--- src/rtl/xfer_pkg.sv ---
package xfer_pkg;

    localparam int NREG        = 16;
    localparam int RIDX_W      = $clog2(NREG);
    localparam int CNT_W       = $clog2(NREG + 1);
    localparam int XLEN        = 32;
    localparam int WORD_BYTES  = 4;
    localparam int PC_IDX      = NREG - 1;
    localparam int LR_IDX      = NREG - 2;
    localparam int SP_IDX      = NREG - 3;
    localparam int SHORT_NREG  = 8;

    typedef logic [NREG-1:0]   reg_mask_t;
    typedef logic [RIDX_W-1:0] reg_idx_t;
    typedef logic [CNT_W-1:0]  reg_cnt_t;
    typedef logic [XLEN-1:0]   word_t;

    typedef enum logic [1:0] {
        AM_INC_AFTER  = 2'd0,
        AM_INC_BEFORE = 2'd1,
        AM_DEC_AFTER  = 2'd2,
        AM_DEC_BEFORE = 2'd3
    } addr_mode_e;

    typedef enum logic [1:0] {
        FORM_FULL     = 2'd0,
        FORM_NARROW   = 2'd1,
        FORM_SHORT    = 2'd2,
        FORM_RESERVED = 2'd3
    } enc_form_e;

    typedef enum logic [1:0] {
        ST_IDLE,
        ST_REQ,
        ST_RSP,
        ST_WB
    } seq_state_e;

    typedef struct packed {
        logic     is_load;
        logic     wback;
        reg_idx_t base;
        word_t    wb_addr;
        logic     keep_state;
        logic     state_now;
    } op_ctx_t;

    function automatic reg_cnt_t mask_popcount(input reg_mask_t m);
        reg_cnt_t c;
        c = '0;
        for (int i = 0; i < NREG; i++) begin
            c = c + reg_cnt_t'(m[i]);
        end
        return c;
    endfunction

    function automatic reg_mask_t idx_bit(input reg_idx_t idx);
        return reg_mask_t'(1) << idx;
    endfunction

endpackage

--- src/rtl/xfer_legal_chk.sv ---
module xfer_legal_chk
    import xfer_pkg::*;
(
    input  logic      is_load,
    input  reg_mask_t mask,
    input  reg_idx_t  base,
    input  logic [1:0] mode,
    input  logic      wback,
    input  logic [1:0] form,
    output logic      illegal
);
    localparam int HI_W = NREG - SHORT_NREG;

    logic generic_bad;
    logic narrow_bad;
    logic short_bad;
    logic [HI_W-1:0] hi_bits;

    assign hi_bits = mask[NREG-1:SHORT_NREG];

    always_comb begin
        generic_bad = (mask == '0) || (base == reg_idx_t'(PC_IDX));

        narrow_bad = mask[SP_IDX]
                  || (!is_load && mask[PC_IDX])
                  || (is_load && mask[PC_IDX] && mask[LR_IDX]);

        short_bad = (hi_bits != '0)
                 || (base >= reg_idx_t'(SHORT_NREG))
                 || (addr_mode_e'(mode) != AM_INC_AFTER)
                 || !wback;

        unique case (enc_form_e'(form))
            FORM_FULL:     illegal = generic_bad;
            FORM_NARROW:   illegal = generic_bad || narrow_bad;
            FORM_SHORT:    illegal = generic_bad || short_bad;
            default:       illegal = 1'b1;
        endcase
    end

endmodule

--- src/rtl/xfer_addr_plan.sv ---
module xfer_addr_plan
    import xfer_pkg::*;
(
    input  word_t      base_val,
    input  reg_cnt_t   count,
    input  logic [1:0] mode,
    output word_t      first_addr,
    output word_t      final_addr
);
    localparam word_t STEP = word_t'(WORD_BYTES);
    localparam int    STEP_SH = $clog2(WORD_BYTES);

    word_t span;
    word_t low_end;

    assign span    = word_t'(count) << STEP_SH;
    assign low_end = base_val - span;

    always_comb begin
        unique case (addr_mode_e'(mode))
            AM_INC_AFTER:  first_addr = base_val;
            AM_INC_BEFORE: first_addr = base_val + STEP;
            AM_DEC_AFTER:  first_addr = low_end + STEP;
            default:       first_addr = low_end;
        endcase
        final_addr = mode[1] ? low_end : (base_val + span);
    end

endmodule

--- src/rtl/xfer_lowest_pick.sv ---
module xfer_lowest_pick
    import xfer_pkg::*;
#(
    parameter int N = NREG,
    localparam int W = $clog2(N)
) (
    input  logic [N-1:0] pick_in,
    output logic [W-1:0] pick_idx
);
    always_comb begin
        logic found;
        found    = 1'b0;
        pick_idx = '0;
        for (int i = 0; i < N; i++) begin
            if (!found && pick_in[i]) begin
                pick_idx = W'(i);
                found    = 1'b1;
            end
        end
    end

    // the chosen index is set and nothing below it is set
    always_comb begin
        if (pick_in != '0) begin
            a_pick_lowest_r5: assert (pick_in[pick_idx] &&
                ((pick_in & ((N'(1) << pick_idx) - N'(1))) == '0));
        end
    end

endmodule

--- src/rtl/xfer_multi_seq.sv ---
module xfer_multi_seq
    import xfer_pkg::*;
(
    input  logic            clk,
    input  logic            rst,
    input  logic            start,
    input  logic            is_load,
    input  logic [NREG-1:0] reg_mask,
    input  logic [RIDX_W-1:0] base_idx,
    input  logic [1:0]      addr_mode,
    input  logic            wback,
    input  logic [1:0]      enc_form,
    input  logic            state_sw_dis,
    input  logic            cur_compact,
    output logic            busy,
    output logic            err,
    output logic            mem_req_valid,
    input  logic            mem_req_ready,
    output logic            mem_req_write,
    output logic [XLEN-1:0] mem_req_addr,
    output logic [XLEN-1:0] mem_req_wdata,
    output logic [RIDX_W-1:0] mem_req_reg,
    input  logic            mem_rsp_valid,
    input  logic [XLEN-1:0] mem_rsp_data,
    output logic [RIDX_W-1:0] rf_raddr,
    input  logic [XLEN-1:0] rf_rdata,
    output logic            rf_we,
    output logic [RIDX_W-1:0] rf_waddr,
    output logic [XLEN-1:0] rf_wdata,
    output logic            br_valid,
    output logic [XLEN-1:0] br_target,
    output logic            br_compact
);
    localparam word_t STEP = word_t'(WORD_BYTES);

    seq_state_e state;
    reg_mask_t  pend_mask;
    word_t      cur_addr;
    reg_idx_t   ld_reg;
    op_ctx_t    ctx;
    logic       err_q;

    logic       bad_op;
    reg_cnt_t   op_count;
    word_t      first_addr;
    word_t      final_addr;
    reg_idx_t   cur_reg;
    reg_mask_t  rest_mask;
    seq_state_e after_last;

    assign op_count = mask_popcount(reg_mask);

    xfer_legal_chk u_legal (
        .is_load (is_load),
        .mask    (reg_mask),
        .base    (base_idx),
        .mode    (addr_mode),
        .wback   (wback),
        .form    (enc_form),
        .illegal (bad_op)
    );

    xfer_addr_plan u_addr (
        .base_val   (rf_rdata),
        .count      (op_count),
        .mode       (addr_mode),
        .first_addr (first_addr),
        .final_addr (final_addr)
    );

    xfer_lowest_pick #(.N(NREG)) u_pick (
        .pick_in  (pend_mask),
        .pick_idx (cur_reg)
    );

    assign rest_mask  = pend_mask & ~idx_bit(cur_reg);
    assign after_last = ctx.wback ? ST_WB : ST_IDLE;

    always_ff @(posedge clk) begin
        if (rst) begin
            state     <= ST_IDLE;
            pend_mask <= '0;
            cur_addr  <= '0;
            ld_reg    <= '0;
            ctx       <= '0;
            err_q     <= 1'b0;
        end else begin
            err_q <= 1'b0;
            unique case (state)
                ST_IDLE: begin
                    if (start) begin
                        if (bad_op) begin
                            err_q <= 1'b1;
                        end else begin
                            state          <= ST_REQ;
                            pend_mask      <= reg_mask;
                            cur_addr       <= first_addr;
                            ctx.is_load    <= is_load;
                            ctx.wback      <= wback;
                            ctx.base       <= base_idx;
                            ctx.wb_addr    <= final_addr;
                            ctx.keep_state <= state_sw_dis;
                            ctx.state_now  <= cur_compact;
                        end
                    end
                end
                ST_REQ: begin
                    if (mem_req_ready) begin
                        cur_addr  <= cur_addr + STEP;
                        pend_mask <= rest_mask;
                        ld_reg    <= cur_reg;
                        if (ctx.is_load) begin
                            state <= ST_RSP;
                        end else if (rest_mask == '0) begin
                            state <= after_last;
                        end
                    end
                end
                ST_RSP: begin
                    if (mem_rsp_valid) begin
                        state <= (pend_mask == '0) ? after_last : ST_REQ;
                    end
                end
                default: state <= ST_IDLE;
            endcase
        end
    end

    assign busy          = (state != ST_IDLE);
    assign err           = err_q;
    assign mem_req_valid = (state == ST_REQ);
    assign mem_req_write = !ctx.is_load;
    assign mem_req_addr  = cur_addr;
    assign mem_req_reg   = cur_reg;
    assign mem_req_wdata = rf_rdata;
    assign rf_raddr      = (state == ST_IDLE) ? base_idx : cur_reg;

    always_comb begin
        rf_we    = 1'b0;
        rf_waddr = ld_reg;
        rf_wdata = mem_rsp_data;
        if (state == ST_RSP && mem_rsp_valid) begin
            rf_we = 1'b1;
        end else if (state == ST_WB) begin
            rf_we    = 1'b1;
            rf_waddr = ctx.base;
            rf_wdata = ctx.wb_addr;
        end
    end

    assign br_valid   = (state == ST_RSP) && mem_rsp_valid && (ld_reg == reg_idx_t'(PC_IDX));
    assign br_target  = {mem_rsp_data[XLEN-1:1], 1'b0};
    assign br_compact = ctx.keep_state ? ctx.state_now : mem_rsp_data[0];

    // a stalled request holds its fields
    p_req_hold_r12: assert property (@(posedge clk) disable iff (rst)
        mem_req_valid && !mem_req_ready |=>
            mem_req_valid && $stable(mem_req_addr) && $stable(mem_req_reg));

    // a following request is one word higher
    p_addr_step_r6: assert property (@(posedge clk) disable iff (rst)
        mem_req_valid && mem_req_ready |=>
            !mem_req_valid || (mem_req_addr == $past(mem_req_addr) + STEP));

    // an error pulse follows a start and leaves the block idle
    p_err_idle_r1: assert property (@(posedge clk) disable iff (rst)
        err |-> !busy && !mem_req_valid && $past(start));

    // busy only rises after a start pulse
    p_busy_rise_r11: assert property (@(posedge clk) disable iff (rst)
        $rose(busy) |-> $past(start));

    // no register write while a load response is awaited
    p_rsp_write_r9: assert property (@(posedge clk) disable iff (rst)
        (state == ST_RSP) && !mem_rsp_valid |-> !rf_we);

endmodule

--- config.mk ---
export PLATFORM = sky130hd
export DESIGN_NAME = xfer_multi_seq
export DESIGN_NICKNAME = d
export VERILOG_FILES = /design/src/rtl/xfer_pkg.sv /design/src/rtl/xfer_legal_chk.sv /design/src/rtl/xfer_addr_plan.sv /design/src/rtl/xfer_lowest_pick.sv /design/src/rtl/xfer_multi_seq.sv
export SDC_FILE = /design/constraint.sdc
export NUM_CORES = 1
export LEC_CHECK = 0
export ABC_CLOCK_PERIOD_IN_PS = 9600
export BUFFER_PORTS_ARGS = -buffer_cell sky130_fd_sc_hd__buf_2
export CAP_MARGIN = 20
export CORE_UTILIZATION = 33
export DETAILED_ROUTE_END_ITERATION = 6
export PLACE_DENSITY = 0.57
export SYNTH_ARGS = -nofsm -noshare
export SYNTH_HDL_FRONTEND = slang
export SYNTH_HIERARCHICAL = 1
export SYNTH_SLANG_ARGS = --single-unit
--- constraint.sdc ---
create_clock -name clk -period 9.6 [get_ports clk]
set_input_delay 0.48 -clock clk [delete_from_list [all_inputs] [get_ports clk]]
set_output_delay 0.48 -clock clk [all_outputs]
set_load 0.02 [all_outputs]
==> impl_results.md, run 1 <==
* Post-CTS Resized at 0
* Root Driver: clkbuf_16
* Ant. Diodes at 0
* Crit end category: register
* Lkg Pwr at between 4 and 5 nW
* Crit Path Class: in -> reg
* Mux share of post-synthesis cell area at 5.74%
* Measured slew at the worst slew-check pin at around 0.95 ns
* I/O Buffers at about 240
* Max_slew headroom at about a third
* Slowest CP cell: a2111oi_0
* Register area share after synthesis at roughly a fifth
* CTS Buffer Depth at 2
* Total CTS buffers at 9
* CTS Sinks at 95
* Fin area at ~11,000 µm²
* Tmin final at 7.17 ns
* Placed inst area at 11,000 µm²
* Reg2reg setup slack at about 6.2 ns
* Crit Path Max Fanout at 10
* Synth Area in Compound Gates at 21.2%
* Setup-failing EPs final at 0
* Mapped Cells at 1,394
* Largest register FFs at 40
* Post-DP HPWL at 26.1 mm
* Mean post-synth cell area at 7.28 µm²
* RR Startpoint: pend_mask[5]$_SDFFE_PP0P_
* Worst hold path cell count at 3
* RSZ-0062 raised after global routing: false
* Fmax at 0.139 GHz
* Reg2Reg Depth at 10
* Setup tns final at 0 ns
* Die width at roughly 180 µm
* Number of synthesized flops with an enable pin at 0
* Skew final at ~0.0086 ns
* Commonest non-fill, non-tap cell in the layout: buf_2
* Net Count, Synth at 1,526
* IO Pins at roughly 240
* Most used cell, CP: fa_1
* Peak per-stage delay on the critical path at 0.82 ns
* Area share of fa/ha/maj cells after synthesis at 5.21%
* Ys flop type: dfxtp_1
* Share of cells above drive strength 1 at 23.5%
* Area growth, synth to finish at 11.8%
* Worst-path clk slew at 0.07 ns
* Total grt overflow at 0
* Max-slew violations at 0
* Final net count at ~1,600
* Detailed Route Iter0 Violations at 722
* Most frequent cells in the layout: buf_2 (241), nand2_1 (211), a21oi_1 (135)
* Outcome: finished, final reports clean
* Routability cong. at roughly 0.89
* Critical path required time at a little under 10 ns
* Period utilisation layout at roughly 75%
* Worst IR Drop VDD at 0.139 mV
* # DRC at 0
* Hold path endpoint: ctx[0]$_SDFFE_PP0P_
* Vias in the first global route at 9,419
* Die footprint at around 31,000 µm²
* CP startpoint kind: input port
* Distinct cells, synth at a little over 90
* Fill count at roughly 3,200
* Worst Hold Class: in -> reg
* Overall Power at 0.00244 W
* Yosys warning count at 6
* Latest clock arrival within the worst-skew pair at about 0.35 ns
* Gr usage total at around a fifth
* Initial antenna violation count at 0
* Seq cells post-synth at 95
* Depth of the CTS H-tree at 3
* PD cells at 215 nW/µm²
* Reg2reg end: state[1]$_SDFFE_PP0P_
* Vias at 10,600
* Post-CTS Setup Inserts at 0
* Core outline area at approximately 30,000 µm²
* Pre-antenna DRT Iters at 5
* MaxCap Viol Count at 0
* Crit path DAT at 7.41 ns
* Post-synthesis simple-gate area fraction at 28.4%
* Ys async rst share at 0%
* Largest net degree at the start of global routing at 68
* First-pass GRT wire length at roughly 53 mm
* Detail Route Antenna Nets at 0
* Count of hold buffers inserted by post-cts repair at 0
* Hold WS at between 0.3 and 0.4 ns
* Area of the mapped netlist at between 10,000 and 15,000 µm²
* Routed length per instance at between 15 and 20 µm
* CTS tree: yes
* Standard-cell rows at 63
* Total Wirelength at 34.4 mm
* Die height at around 180 µm
* Via/cell ratio at 5.64
* Combinational family with the most area after synthesis: simple AND/OR/NAND/NOR gates
* Post-synthesis xor/xnor area fraction at under 10%
* Fin. Hold Viols at 0
* Biggest register: ctx
* Hold Crit Start: cur_compact
* Initial core utilization at between 30% and 40%
* Final Util at 37.8%
## metrics by stage
stage / worst slack (ns) / instances
after floorplan: 3.06 / 1394
after global placement: 2.29 / 1865
after detailed placement: 2.16 / 1865
after CTS: 2.54 / 1881
after global routing: 1.91 / 1881
final: 2.43 / 1881
## where the power goes
group / total [W] / switching (W) / leakage, nW / internal (W)
Combinational: 0.00148 / 0.000968 / 3.44 / 0.000512
Clock: 0.000411 / 0.000179 / 0.159 / 0.000231
Sequential: 0.000548 / 0.0000838 / 0.775 / 0.000464
## how the worst max path moves through the flow
stage / start / endpoint / slack, ns / depth (start not counted)
global route: reg_mask[0] / mem_req_addr[27]$_SDFFE_PP0P_ / 1.91 / 25
CTS: reg_mask[0] / mem_req_addr[27]$_SDFFE_PP0P_ / 2.54 / 25
floorplan: reg_mask[0] / mem_req_addr[28]$_SDFFE_PP0P_ / 3.06 / 25
detailed placement: reg_mask[0] / mem_req_addr[27]$_SDFFE_PP0P_ / 2.16 / 25
finish: reg_mask[0] / mem_req_addr[27]$_SDFFE_PP0P_ / 2.43 / 25
global placement: reg_mask[0] / mem_req_addr[27]$_SDFFE_PP0P_ / 2.29 / 25
## cells by family (layout without fill, tap and decap cells)
kind of cell,after synthesis,after routing
compound gates,331,331
xor+xnor,107,107
fa+ha+maj,35,35
buf+inv,230,327
flops,95,95
mux,53,53
other cells,1,1
simple gates,542,542
## Yosys cell counts (7+ instances only)
cell | instances | area (µm²)
a221oi_1 | 11 | 96.3
dfxtp_1 | 95 | 1900
fa_1 | 12 | 240
nand4b_1 | 11 | 96.3
nor4_4 | 7 | 149
a21oi_1 | 136 | 681
a32oi_1 | 10 | 87.6
and4_1 | 8 | 70.1
and3_1 | 8 | 50.1
o21a_1 | 8 | 60.1
clkbuf_1 | 71 | 267
nand2b_1 | 11 | 68.8
xor2_1 | 34 | 298
o22ai_1 | 14 | 87.6
buf_2 | 20 | 100
nand3_1 | 43 | 215
or4_1 | 7 | 52.6
o31ai_1 | 10 | 75.1
buf_4 | 70 | 526
inv_1 | 52 | 195
nand2_1 | 211 | 792
xnor2_1 | 73 | 639
ha_1 | 23 | 288
o221ai_1 | 13 | 114
nand4_1 | 17 | 106
nor2b_1 | 14 | 87.6
nor2_1 | 79 | 297
mux2_2 | 41 | 462
nor4_1 | 22 | 138
nor3_1 | 39 | 195
o21ai_0 | 43 | 215
buf_1 | 14 | 52.6
mux2i_1 | 12 | 120
a31oi_1 | 13 | 81.3
or3_1 | 11 | 68.8
a211oi_1 | 11 | 82.6
## layout make-up
| cell class | instances | area (µm²) | share of cell area [%] |
|---|---|---|---|
| clock buffers | 10 | 229 | 2.02 |
| well taps | 390 | 488 | 4.30 |
| multi-input cells | 1069 | 7090 | 62.5 |
| inverters | 53 | 199 | 1.75 |
| repair buffers | 258 | 1330 | 11.8 |
| clock inverters | 6 | 93.8 | 0.828 |
| flip-flops and latches | 95 | 1900 | 16.8 |
## layer usage
metal / vias up / routed length (µm) / global-route usage [%] / share of wire (%)
met3: 36 / 1800 / 2.53 / 5.2
met4: 0 / 620 / 5.34 / 1.8
met5: - / 0 / 0 / 0
met1: 5100 / 15600 / 29.4 / 45
met2: 359 / 16300 / 35.0 / 47
li1: 5111 / - / - / -
## worst max-delay path, delay by kind of cell
family          cells  cell delay, ns
compound gates      6            1.92
xor+xnor            2            0.39
fa+ha+maj           7            3.05
buf+inv             5            0.37
simple gates        5            1.20
Power figures use the tool's default switching activity.
==> run 2, diff against run 1 <==
--- a/config.mk
+++ b/config.mk
@@ -5,7 +5,7 @@
 export SDC_FILE = /design/constraint.sdc
 export NUM_CORES = 1
 export LEC_CHECK = 0
-export ABC_CLOCK_PERIOD_IN_PS = 9600
+export ABC_CLOCK_PERIOD_IN_PS = 6900
 export BUFFER_PORTS_ARGS = -buffer_cell sky130_fd_sc_hd__buf_2
 export CAP_MARGIN = 20
 export CORE_UTILIZATION = 33
==> constraint.sdc (replaced) <==
create_clock -name clk -period 6.9 [get_ports clk]
set_input_delay 0.345 -clock clk [delete_from_list [all_inputs] [get_ports clk]]
set_output_delay 0.345 -clock clk [all_outputs]
set_load 0.02 [all_outputs]
==> impl_results.md, run 2 (synthesis results as in run 1) <==
* Post-DP HPWL at 26.6 mm (was 26.1 mm)
* Critical path required time at 7.11 ns (was 9.85 ns)
* Fin. Hold Viols at 0 (unchanged)
* I/O Buffers at 242 (unchanged)
* Initial antenna violation count at 1 (was 0)
* Largest net degree at the start of global routing at 67 (was 68)
* Biggest register: ctx (unchanged)
* Setup tns final at 0 ns (unchanged)
* Final Util at 38.8% (was 37.8%)
* Skew final at 0.0170 ns (was 0.00857 ns)
* Commonest non-fill, non-tap cell in the layout: buf_2 (unchanged)
* Lkg Pwr at 4.55 nW (was 4.38 nW)
* Worst-path clk slew at 0.07 ns (about the same)
* Outcome: finished, final reports clean (unchanged)
* Gr usage total at 21.8% (was 21.3%)
* First-pass GRT wire length at 54.0 mm (was 52.9 mm)
* Post-CTS Setup Inserts at 0 (unchanged)
* RSZ-0062 raised after global routing: false (unchanged)
* MaxCap Viol Count at 0 (unchanged)
* Max-slew violations at 0 (unchanged)
* Max_slew headroom at 38.5% (was 34.8%)
* Worst Hold Class: in -> reg (unchanged)
* Area growth, synth to finish at 14.5% (was 11.8%)
* Standard-cell rows at 63 (unchanged)
* # DRC at 0 (unchanged)
* Fmax at 0.151 GHz
* Reg2reg end: state[1]$_SDFFE_PP0P_ (unchanged)
* Total Wirelength at 35.1 mm (was 34.4 mm)
* Latest clock arrival within the worst-skew pair at 0.36 ns (was 0.35 ns)
* Setup-failing EPs final at 0 (unchanged)
* Detail Route Antenna Nets at 0 (unchanged)
* Routability cong. at 0.908 (was 0.886)
* Root Driver: clkbuf_16 (unchanged)
* CTS Sinks at 95 (unchanged)
* Tmin final at 6.61 ns
* Via/cell ratio at 5.55 (was 5.64)
* Setup crit start: reg_mask[0] (unchanged)
* Placed Cells at 1,906 (was 1,865)
* Finished Layout Cells at 1,924 (was 1,881)
* Vias in the first global route at 9,644 (was 9,419)
* RR Startpoint: pend_mask[5]$_SDFFE_PP0P_ (unchanged)
* Most frequent cells in the layout: buf_2 (241), nand2_1 (211), a21oi_1 (135) (unchanged)
* Crit Path Class: in -> reg (unchanged)
* CTS Buffer Depth at 2 (unchanged)
* Total grt overflow at 0 (unchanged)
* Crit path DAT at 6.82 ns (was 7.41 ns)
* Die width at 177 µm (unchanged)
* Vias at 10,700 (was 10,600)
* Die height at 177 µm (unchanged)
* Detailed Route Iter0 Violations at 946 (was 722)
* Reg2Reg Depth at 10 (unchanged)
* Overall Power at 0.00342 W (was 0.00244 W)
* Worst IR Drop VDD at 0.206 mV (was 0.139 mV)
* Die footprint at 31,400 µm² (unchanged)
* Period utilisation layout at 95.8%
* Final net count at 1,659 (was 1,618)
* CTS tree: yes (unchanged)
* Largest register FFs at 40 (unchanged)
* IO Pins at 244 (unchanged)
* Routed length per instance at 18.3 µm (about the same)
* Crit end category: register (unchanged)
* Crit Path Max Fanout at 7 (was 10)
* Initial core utilization at 33.9% (unchanged)
* Share of cells above drive strength 1 at 25.7% (was 23.5%)
* Reg2reg setup slack at 3.45 ns (was 6.16 ns)
* Fill count at 3,180 (was 3,241)
* Pre-antenna DRT Iters at 6 (was 5)
* Measured slew at the worst slew-check pin at 0.923 ns (was 0.953 ns)
* Depth of the CTS H-tree at 3 (unchanged)
* PD cells at 294 nW/µm² (was 215 nW/µm²)
* Total CTS buffers at 9 (unchanged)
* Core outline area at 30,000 µm² (unchanged)
* Worst setup path end: mem_req_addr[31]$_SDFFE_PP0P_ (was mem_req_addr[27]$_SDFFE_PP0P_)
* CP startpoint kind: input port (unchanged)
[run 2: changes by cell type in the layout (fill, tap and decap cells not counted), sizes merged]
| cell | delta |
|---|---|
| buf | +41 |
| clkinv | -1 |
| clkinvlp | +2 |
| clkbuf | +1 |
| bufinv | -2 |
| diode | +2 |
[run 2: what timing repair did]
item                                   in CTS  in global routing
setup endpoints to repair                   0                  2
endpoints found under the hold margin       0                  0
hold buffers                                0                  0
gates resized for setup                     0                  2
[run 2: per-layer routing]
| layer | GRT usage, % | up-vias | part of all wire (%) | wire length [µm] |
|---|---|---|---|---|
| met1 | 29.4 | 5037 | 45 | 15800 |
| met5 | 0 | - | 0 | 0 |
| li1 | - | 5190 | - | - |
| met3 | 3.51 | 37 | 6.8 | 2380 |
| met2 | 35.4 | 410 | 46 | 16300 |
| met4 | 6.59 | 0 | 2.0 | 716 |
[run 2: worst min path at each step]
stage / startpoint / end / slack (ns) / cells after the start
after floorplan: ctx[0]$_SDFFE_PP0P_ / ctx[0]$_SDFFE_PP0P_ / 0.43 / 2
final: state_sw_dis / ctx[1]$_SDFFE_PP0P_ / 0.23 / 3
after global routing: state_sw_dis / ctx[1]$_SDFFE_PP0P_ / 0.24 / 3
after global placement: mem_req_addr[0]$_SDFFE_PP0P_ / mem_req_addr[0]$_SDFFE_PP0P_ / 0.44 / 2
after CTS: cur_compact / ctx[0]$_SDFFE_PP0P_ / 0.22 / 3
after detailed placement: mem_req_addr[1]$_SDFFE_PP0P_ / mem_req_addr[1]$_SDFFE_PP0P_ / 0.45 / 2
[run 2: power by group]
group | internal [W] | switching [W] | leakage, nW
Clock | 0.000258 | 0.000256 | 0.132
Combinational | 0.000767 | 0.00137 | 3.65
Sequential | 0.000646 | 0.000119 | 0.775
Total | 0.00167 | 0.00175 | 4.55
[run 2: stage by stage]
step / worst slack [ns] / hold WS, ns / area, µm²
after floorplan: 0.499 / 0.433 / 10100
after global placement: 0.0699 / 0.440 / 11300
after detailed placement: 0.0426 / 0.445 / 11300
after CTS: 0.419 / 0.218 / 11600
after global routing: 0.0132 / 0.238 / 11600
final: 0.293 / 0.232 / 11600
[run 2: critical path, cell delays in order]
cell and delay (ns):
buf_2 0.10, inv_1 0.06, fa_1 0.57, fa_1 0.45
fa_1 0.43, fa_1 0.56, inv_1 0.05, ha_1 0.28
a21o_1 0.17, a21oi_1 0.18, xnor2_1 0.21, inv_1 0.08
ha_1 0.39, a21oi_4 0.26, o21ai_1 0.16, buf_4 0.25
nor4_1 0.42, buf_4 0.19, xnor2_1 0.07, or3_1 0.32
or4_1 0.40, and4bb_1 0.30, xnor2_1 0.14, o221ai_2 0.11
a22oi_1 0.20, o221ai_1 0.13
[run 2: area by class of cell]
cell class | instances | area, µm² | area share [%]
Multi-Input combinational cell | 1069 | 7100 | 61.1
Sequential cell | 95 | 1900 | 16.4
Timing Repair Buffer | 299 | 1640 | 14.1
Tap cell | 390 | 488 | 4.20
Clock buffer | 11 | 243 | 2.09
Inverter | 53 | 199 | 1.71
Clock inverter | 5 | 41.3 | 0.355
Antenna cell | 2 | 5.00 | 0.0431
